File: config.mk
export PLATFORM = sky130hd
export DESIGN_NAME = seq_nrdiv
export DESIGN_NICKNAME = d
export VERILOG_FILES = /design/src/rtl/seq_nrdiv_pkg.sv /design/src/rtl/seq_nrdiv_addsub.sv /design/src/rtl/seq_nrdiv_ctrl.sv /design/src/rtl/seq_nrdiv_datapath.sv /design/src/rtl/seq_nrdiv.sv
export SDC_FILE = /design/constraint.sdc
export NUM_CORES = 1
export LEC_CHECK = 0
export BUFFER_PORTS_ARGS = -buffer_cell sky130_fd_sc_hd__buf_2
export CAP_MARGIN = 40
export CORE_ASPECT_RATIO = 0.75
export CORE_MARGIN = 2
export CORE_UTILIZATION = 56
export DETAILED_ROUTE_END_ITERATION = 8
export PLACE_DENSITY = 0.84
export SETUP_SLACK_MARGIN = 0.3
export SLEW_MARGIN = 20
export SYNTH_ARGS = -nofsm -noshare
export SYNTH_HDL_FRONTEND = slang
export SYNTH_SLANG_ARGS = --single-unit
File: constraint.sdc
create_clock -name clk -period 3.68 [get_ports clk]
set_clock_uncertainty 0.2 [all_clocks]
set_input_delay 0.736 -clock clk [delete_from_list [all_inputs] [get_ports clk]]
set_output_delay 0.736 -clock clk [all_outputs]
set_load 0.005 [all_outputs]
File: src/rtl/seq_nrdiv_pkg.sv
package seq_nrdiv_pkg;

   // Controller phases: idle, one quotient bit per cycle, final remainder fix-up.
   typedef enum logic [1:0] {
      NRD_IDLE = 2'd0,
      NRD_STEP = 2'd1,
      NRD_FIX  = 2'd2
   } nrd_phase_e;

   // Adder construction variants selectable at elaboration.
   localparam int NRD_ADDER_BEHAVIOURAL = 0;
   localparam int NRD_ADDER_XOR_CARRY   = 1;

endpackage

File: src/rtl/seq_nrdiv_addsub.sv
module seq_nrdiv_addsub #(
   parameter int W     = 9,
   parameter int STYLE = 0
) (
   input  logic [W-1:0] op_a,
   input  logic [W-1:0] op_b,
   input  logic         do_sub,
   output logic [W-1:0] result
);
   import seq_nrdiv_pkg::*;

   generate
      if (STYLE == NRD_ADDER_BEHAVIOURAL) begin : g_behav
         always_comb begin
            if (do_sub) result = op_a - op_b;
            else        result = op_a + op_b;
         end
      end else begin : g_xor_carry
         // Single adder: invert the second operand and inject a carry for subtraction.
         logic [W-1:0] b_cond;
         logic [W-1:0] cin_vec;
         always_comb begin
            b_cond  = op_b ^ {W{do_sub}};
            cin_vec = {{(W-1){1'b0}}, do_sub};
            result  = op_a + b_cond + cin_vec;
         end
      end
   endgenerate

endmodule

File: src/rtl/seq_nrdiv_ctrl.sv
module seq_nrdiv_ctrl #(
   parameter int WIDTH = 8
) (
   input  logic clk,
   input  logic rst_n,
   input  logic start,
   input  logic divisor_zero,
   input  logic step_sign,
   output logic load,
   output logic load_zero,
   output logic step_en,
   output logic fix_en,
   output logic busy,
   output logic done
);
   import seq_nrdiv_pkg::*;

   localparam int CW = (WIDTH > 1) ? $clog2(WIDTH) : 1;
   localparam logic [CW-1:0] LAST_STEP = CW'(WIDTH - 1);

   nrd_phase_e      phase_q;
   logic [CW-1:0]   step_cnt_q;
   logic            done_q;

   always_comb begin
      load      = start && (phase_q == NRD_IDLE);
      load_zero = load && divisor_zero;
      step_en   = (phase_q == NRD_STEP);
      fix_en    = (phase_q == NRD_FIX);
      busy      = (phase_q != NRD_IDLE);
      done      = done_q;
   end

   always_ff @(posedge clk or negedge rst_n) begin
      if (!rst_n) begin
         phase_q    <= NRD_IDLE;
         step_cnt_q <= '0;
         done_q     <= 1'b0;
      end else begin
         done_q <= 1'b0;
         case (phase_q)
            NRD_IDLE: begin
               if (start) begin
                  if (divisor_zero) begin
                     done_q <= 1'b1;
                  end else begin
                     phase_q    <= NRD_STEP;
                     step_cnt_q <= '0;
                  end
               end
            end
            NRD_STEP: begin
               step_cnt_q <= step_cnt_q + 1'b1;
               if (step_cnt_q == LAST_STEP) begin
                  if (step_sign) begin
                     phase_q <= NRD_FIX;
                  end else begin
                     phase_q <= NRD_IDLE;
                     done_q  <= 1'b1;
                  end
               end
            end
            NRD_FIX: begin
               phase_q <= NRD_IDLE;
               done_q  <= 1'b1;
            end
            default: phase_q <= NRD_IDLE;
         endcase
      end
   end

endmodule

File: src/rtl/seq_nrdiv_datapath.sv
module seq_nrdiv_datapath #(
   parameter int WIDTH       = 8,
   parameter int ADDER_STYLE = 0
) (
   input  logic             clk,
   input  logic             rst_n,
   input  logic             load,
   input  logic             load_zero,
   input  logic             step_en,
   input  logic             fix_en,
   input  logic [WIDTH-1:0] dividend,
   input  logic [WIDTH-1:0] divisor,
   output logic             step_sign,
   output logic [WIDTH-1:0] quotient,
   output logic [WIDTH-1:0] remainder,
   output logic             div_zero
);
   localparam int AW = WIDTH + 1;

   logic [AW-1:0]    part_q;     // signed partial remainder
   logic [WIDTH-1:0] qreg_q;     // dividend in, quotient out
   logic [WIDTH-1:0] dvs_q;
   logic             dz_q;

   logic [AW-1:0]    shifted;
   logic [AW-1:0]    add_a;
   logic [AW-1:0]    add_b;
   logic             add_sub;
   logic [AW-1:0]    sum;

   always_comb begin
      shifted = {part_q[WIDTH-1:0], qreg_q[WIDTH-1]};
      add_a   = fix_en ? part_q : shifted;
      // A non-negative partial remainder subtracts; a negative one adds back.
      add_sub = fix_en ? 1'b0 : ~part_q[WIDTH];
      add_b   = {1'b0, dvs_q};
   end

   seq_nrdiv_addsub #(
      .W     (AW),
      .STYLE (ADDER_STYLE)
   ) u_addsub (
      .op_a   (add_a),
      .op_b   (add_b),
      .do_sub (add_sub),
      .result (sum)
   );

   assign step_sign = sum[WIDTH];

   always_ff @(posedge clk or negedge rst_n) begin
      if (!rst_n) begin
         part_q <= '0;
         qreg_q <= '0;
         dvs_q  <= '0;
         dz_q   <= 1'b0;
      end else if (load) begin
         dvs_q <= divisor;
         if (load_zero) begin
            part_q <= {1'b0, dividend};
            qreg_q <= '1;
            dz_q   <= 1'b1;
         end else begin
            part_q <= '0;
            qreg_q <= dividend;
            dz_q   <= 1'b0;
         end
      end else if (step_en) begin
         part_q <= sum;
         qreg_q <= {qreg_q[WIDTH-2:0], ~sum[WIDTH]};
      end else if (fix_en) begin
         part_q <= sum;
      end
   end

   assign quotient  = qreg_q;
   assign remainder = part_q[WIDTH-1:0];
   assign div_zero  = dz_q;

endmodule

File: src/rtl/seq_nrdiv.sv
module seq_nrdiv #(
   parameter int WIDTH       = 8,
   parameter int ADDER_STYLE = 0
) (
   input  logic             clk,
   input  logic             rst_n,
   input  logic             start,
   input  logic [WIDTH-1:0] dividend,
   input  logic [WIDTH-1:0] divisor,
   output logic             busy,
   output logic             done,
   output logic [WIDTH-1:0] quotient,
   output logic [WIDTH-1:0] remainder,
   output logic             div_zero
);
   generate
      if (WIDTH < 2) begin : g_bad_width
         $error("seq_nrdiv: WIDTH must be at least 2");
      end
      if (ADDER_STYLE < 0 || ADDER_STYLE > 1) begin : g_bad_style
         $error("seq_nrdiv: ADDER_STYLE must be 0 or 1");
      end
   endgenerate

   logic load, load_zero, step_en, fix_en, step_sign;
   logic divisor_zero;

   assign divisor_zero = (divisor == '0);

   seq_nrdiv_ctrl #(
      .WIDTH (WIDTH)
   ) u_ctrl (
      .clk          (clk),
      .rst_n        (rst_n),
      .start        (start),
      .divisor_zero (divisor_zero),
      .step_sign    (step_sign),
      .load         (load),
      .load_zero    (load_zero),
      .step_en      (step_en),
      .fix_en       (fix_en),
      .busy         (busy),
      .done         (done)
   );

   seq_nrdiv_datapath #(
      .WIDTH       (WIDTH),
      .ADDER_STYLE (ADDER_STYLE)
   ) u_dp (
      .clk       (clk),
      .rst_n     (rst_n),
      .load      (load),
      .load_zero (load_zero),
      .step_en   (step_en),
      .fix_en    (fix_en),
      .dividend  (dividend),
      .divisor   (divisor),
      .step_sign (step_sign),
      .quotient  (quotient),
      .remainder (remainder),
      .div_zero  (div_zero)
   );

endmodule

-- Yosys cells after proc, flatten, opt, wreduce, memory -nomap -nowiden
Index checks and enable logic that the tools add are counted.
- input port bits: 19
- logic and storage cells: 52
- register bits after elaboration: 32
- output and inout bits: 19
- eq/ne operators: 6
- add/sub/neg operators: 3
- bitwise gates (word level): 2
- reduce and logical (&&, ||, !) cells: 10
- mux-type cells: 24
- operator list (cell ; number):
    $mux W9 ; 5
    $mux W8 ; 4
    $add A9 B8 Y9 ; 1
    $sub A9 B8 Y9 ; 1
    $logic_not A8 Y1 ; 1
    $mux W2 ; 4
    $mux W1 ; 6
    $mux W3 ; 2
    $pmux W3 S2 ; 1
    $reduce_and A3 Y1 ; 2
    $reduce_bool A2 Y1 ; 3
    $ne A2 B2 Y1 const B ; 2
    $pmux W2 S2 ; 1
    $add A3 B1 Y3 const B ; 1
    $eq A3 B3 Y1 const B ; 1
    $pmux W1 S3 ; 1
    $reduce_bool A3 Y1 ; 1
    $eq A2 B1 Y1 const B ; 1
    $eq A2 B2 Y1 const B ; 1
    $logic_and A1 B1 Y1 ; 2
    $logic_not A2 Y1 ; 1
    $ne A2 B1 Y1 const B ; 1
    $not A1 Y1 ; 2

-- Logic depth before layout (Yosys ltp)
- word-level depth: 7
- gate-level depth with buffers: 13
- mapped depth without buffers: 12

-- Cells and area by module
Synthesis repeated with hierarchy kept, for this count alone.
- cell total of the unflattened synthesis: 218
- area, all modules: 2254.7 µm²
- by module, submodules not included (module ; instances ; cells each ; area an instance (µm²)):
    seq_nrdiv_datapath ; 1 ; 121 ; 1408.9
    seq_nrdiv_addsub ; 1 ; 68 ; 524.3
    seq_nrdiv_ctrl ; 1 ; 26 ; 302.8
    seq_nrdiv ; 1 ; 3 ; 18.8

-- Least setup slack after synthesis
Ideal clock, no wire load.
- path type: reg2reg
- start point: register u_ctrl.phase_q[0]
- end point: register u_ctrl.done_q (netlist: u_ctrl.done)
- data required time: 3.355 ns
- arrival: 2.697 ns
- setup slack: 0.659 ns
- cell stages (with the launch flop): 14
- cell sequence: dfrtp_1 -> inv_1 -> ha_1 -> buf_2 -> mux2i_1 -> ha_1 -> inv_1 -> fa_1 -> a211oi_1 -> nor2_1 -> a221oi_4 -> xnor2_1 -> a311oi_1 -> nor2_1
- word-level cells in the longest chain between the ends: 7
- elaborated cells between the ends (all ways): 11
- classes of those cells: 2 x add/sub; 2 x eq/ne; 6 x mux; 1 x reduce/logical
- RTL lines (element ; RTL line ; source):
    start: declaration ; seq_nrdiv_ctrl.sv:21 ; nrd_phase_e phase_q;
    start signal: assignment ; seq_nrdiv_ctrl.sv:36 ; phase_q <= NRD_IDLE;
    start signal: assignment ; seq_nrdiv_ctrl.sv:47 ; phase_q <= NRD_STEP;
    start signal: assignment ; seq_nrdiv_ctrl.sv:56 ; phase_q <= NRD_FIX;
    $eq A2 B2 Y1 ; seq_nrdiv_ctrl.sv:29, seq_nrdiv_ctrl.sv:41 ;
    $mux W9 ; seq_nrdiv_datapath.sv:33 ; add_a = fix_en ? part_q : shifted;
    $add A9 B8 Y9 or $sub A9 B8 Y9 (tied branches) ; seq_nrdiv_addsub.sv:16, seq_nrdiv_addsub.sv:15 ;
    $mux W9 ; seq_nrdiv_addsub.sv:15 ; if (do_sub) result = op_a - op_b;
    $mux W1 ; seq_nrdiv_ctrl.sv:55 ; if (step_sign) begin
    $mux W1 ; seq_nrdiv_ctrl.sv:54 ; if (step_cnt_q == LAST_STEP) begin
    $pmux W1 S3 (*) ; seq_nrdiv_ctrl.sv:41 ; case (phase_q)
    end signal: assignment ; seq_nrdiv_ctrl.sv:40 ; done_q <= 1'b0;
    end signal: assignment ; seq_nrdiv_ctrl.sv:45 ; done_q <= 1'b1;
    end signal: assignment ; seq_nrdiv_ctrl.sv:59 ; done_q <= 1'b1;
    end: declaration ; seq_nrdiv_ctrl.sv:23 ; logic done_q;
Mark *: on every way between the ends. The rest lies on a longest branch, timed or not.
A chain may end at the register's enable or synchronous reset.

-- Final worst setup path
Ends and elaborated chain as after synthesis.

==> impl_metrics.tcl <==
set metrics [dict create \
    min_period_over_period_pct 84.9 \
    setup_tns_ps 0 \
    synth-seq-cells 32 \
    ant_nets 0 \
    layout.cells.non_filler 311 \
    grt_max_degree 33 \
    worst_slack_ps 555 \
    drc 0 \
    antenna_found_initial 0 \
    setup_viol 0 \
    status "complete, no violations" \
    ir_drop_uv 574 \
    synth_edf_count 0 \
    grt_pass1_wl_um 7530 \
    pwr_density_cell_nw_per_um2 1100 \
    fmax_mhz 320 \
    register_area_um2 801 \
    synthFlopType "dfrtp_1" \
    cp-end-kind "flop" \
    relSlewSlack_pct 53.9 \
    vias_per_cell 5.42 \
    worstPathCellList "inv_1, ha_4, mux2i_1, ha_1, inv_1, fa_1, a211oi_1, nor2_1, a221oi_4, xnor2_1, a311oi_1, nor2_1" \
    cts_buffers 5 \
    cap_violations 0 \
    p_leak_uw 0.00117 \
    num-fill-cells 300 \
    cp_slowest_cell "dfrtp_1" \
    multi_input_area_um2 1230 \
    overflow 0 \
    cts.sinks 32 \
    via_count 1686 \
    drt-pass1-iter-count 4 \
    arrival_ps 3090 \
    yosys_warnings 0 \
    synth_cell_type_count 38 \
    diodes 0 \
    worst-setup-path-type "flop to flop" \
    synth_nets 263 \
    ys_top_cells_by_count "dfrtp_1 (32), nand2_1 (29), nor2_1 (22)" \
    dp_hpwl_um 3390 \
    clock_path_buffers 2 \
    drive_gt1_share_pct 23.9 \
    io_buffers 37 \
    gp_congestion 0.837 \
    ios 38 \
    synth_top_area_share_pct 37.4 \
    yosysSeqAreaShare_pct 37.4 \
    initial_core_util_pct 58.4 \
    tightest_slew_ps 689 \
    crit_required_ps 3640 \
    grtUsageTotal_pct 23.0 \
    htreeDepth 2 \
    initialDrtViolationCount 134 \
    whs_ps 274 \
    wirelength_um 4560 \
    fp.dieH_um 57.5 \
    finish.utilization_pct 66.5 \
    pre_cts_slack_ps 263 \
    cts_tree "yes" \
    post_cts_buffers 0 \
    synth.largest_area_cell "dfrtp_1" \
    rsz0062_at_grt "no" \
    clock_latency_ps 280 \
    drv_slew 0 \
    die_w_um 75.4 \
    cpPeakStageDelay_ps 420 \
    synthCells 228 \
    dieArea_um2 4340 \
    synth_area_leaders "dfrtp_1 (37%), ha_1 (8.8%), mux2i_1 (5.1%), nand2_1 (5.1%), xnor2_1 (4.5%)" \
    core_area_um2 3660 \
    cp-start-kind "flop" \
    route.detailed.wl_per_inst_um 14.7 \
    clk_pin_slew_worst_paths_ps 70 \
    critPathMaxFanout 14 \
    async_flop_share_pct 100 \
    rows 19 \
    grt_pass1_vias 1565 \
    nets 293 \
    post-place-cells 303 \
    hold_viol 0 \
    synthesis.area_um2 2140 \
    min_period_ps 3120 \
    avgSynthCellArea_um2 9.38 \
    hold_path_class "flop to flop" \
    synth_most_common_cell "dfrtp_1" \
    syn2layout_area_growth_pct 13.9 \
    clock_tree.root_cell "clkbuf_8" \
]
## state kept, by name, summed over array words and instances, names as in the netlist
register	cells
u_ctrl.phase_q	2
u_ctrl.step_cnt_q	3
u_dp.quotient	8
u_dp.dvs_q	8
u_dp.part_q	9
u_dp.div_zero	1
u_ctrl.done	1
## per-layer routing
metal  track usage (%)  vias up  routed length, um
met3              5.83        2                332
met1              35.4      763               2270
met4              3.76        0                 14
li1                  -      856                  -
met2              33.4       65               1940
met5                 0        -                  0
## final cells by class
| class | count | area share, % |
|---|---|---|
| flip-flops and latches | 32 | 32.9 |
| multi-input cells | 172 | 50.6 |
| repair buffers | 38 | 7.91 |
| well taps | 52 | 2.67 |
| clock buffers | 5 | 2.82 |
| inverters | 9 | 1.39 |
| clock inverters | 3 | 1.75 |
## power by group
part / switching (uW) / leakage, uW / internal [uW]
sequential: 168 / 0.000393 / 511
combinational: 876 / 0.000722 / 790
clock: 132 / 0.0000541 / 200
## what timing repair did
item,CTS,global route
resized for setup,1,2
hold buffers,0,0
setup endpoints to repair,1,5
## cells in the final DEF (no fill, tap or decap), types with 3 or more instances in the layout
cell type and n:
a21oi_1 17, dfrtp_1 32, ha_1 14, xnor2_1 11, nor2_1 21, mux2i_1 11, clkbuf_8 5, buf_2 37
nor3_1 3, a31oi_1 3, a22o_1 4, mux2_2 8, a21o_1 4, o21ai_0 17, nor4_1 3, inv_1 9
nand2_1 29
## worst paths after layout
kind                                               start                      endpoint  slack [ps]  cells past startpoint
max in group asynchronous                          rst_n     u_dp.dvs_q[1]$_DFFE_PN0P_        2530                      1
hold / removal                 u_dp.div_zero$_DFFE_PN0P_     u_dp.div_zero$_DFFE_PN0P_         270                      1
setup reg to reg           u_ctrl.phase_q[0]$_DFFE_PN0P_         u_ctrl.done$_DFF_PN0_         560                     12
hold reg to reg                u_dp.div_zero$_DFFE_PN0P_     u_dp.div_zero$_DFFE_PN0P_         270                      1
min in group asynchronous                          rst_n  u_dp.quotient[2]$_DFFE_PN0P_         300                      1
setup / recovery           u_ctrl.phase_q[0]$_DFFE_PN0P_         u_ctrl.done$_DFF_PN0_         560                     12
## kinds of logic after synthesis
logic type	Yosys count	synth area share, %
mux	19	9.36
flops	32	37.4
compound gates	58	17.9
xor+xnor	13	5.32
simple gates	66	14.6
fa+ha+maj	16	9.71
buf+inv	24	5.67
## through the flow
step	total power (uW)	instance area (um^2)
6_report	2680	2440
5_1_grt	2930	2440
4_1_cts	2650	2420
3_5_place_dp	2300	2310
3_3_place_gp	2250	2310
2_1_floorplan	1980	2140
## critical path, delay by kind of cell (launching register included)
kind | cells | cell delay (ps)
AND/OR/NAND/NOR | 2 | 210
adder cells (fa/ha/maj) | 3 | 840
AO/OA/AOI/OAI | 3 | 810
buffers and inverters | 2 | 180
XOR/XNOR | 1 | 140
multiplexers | 1 | 210
flip-flops | 1 | 420
(Power assumes the default switching activity.)
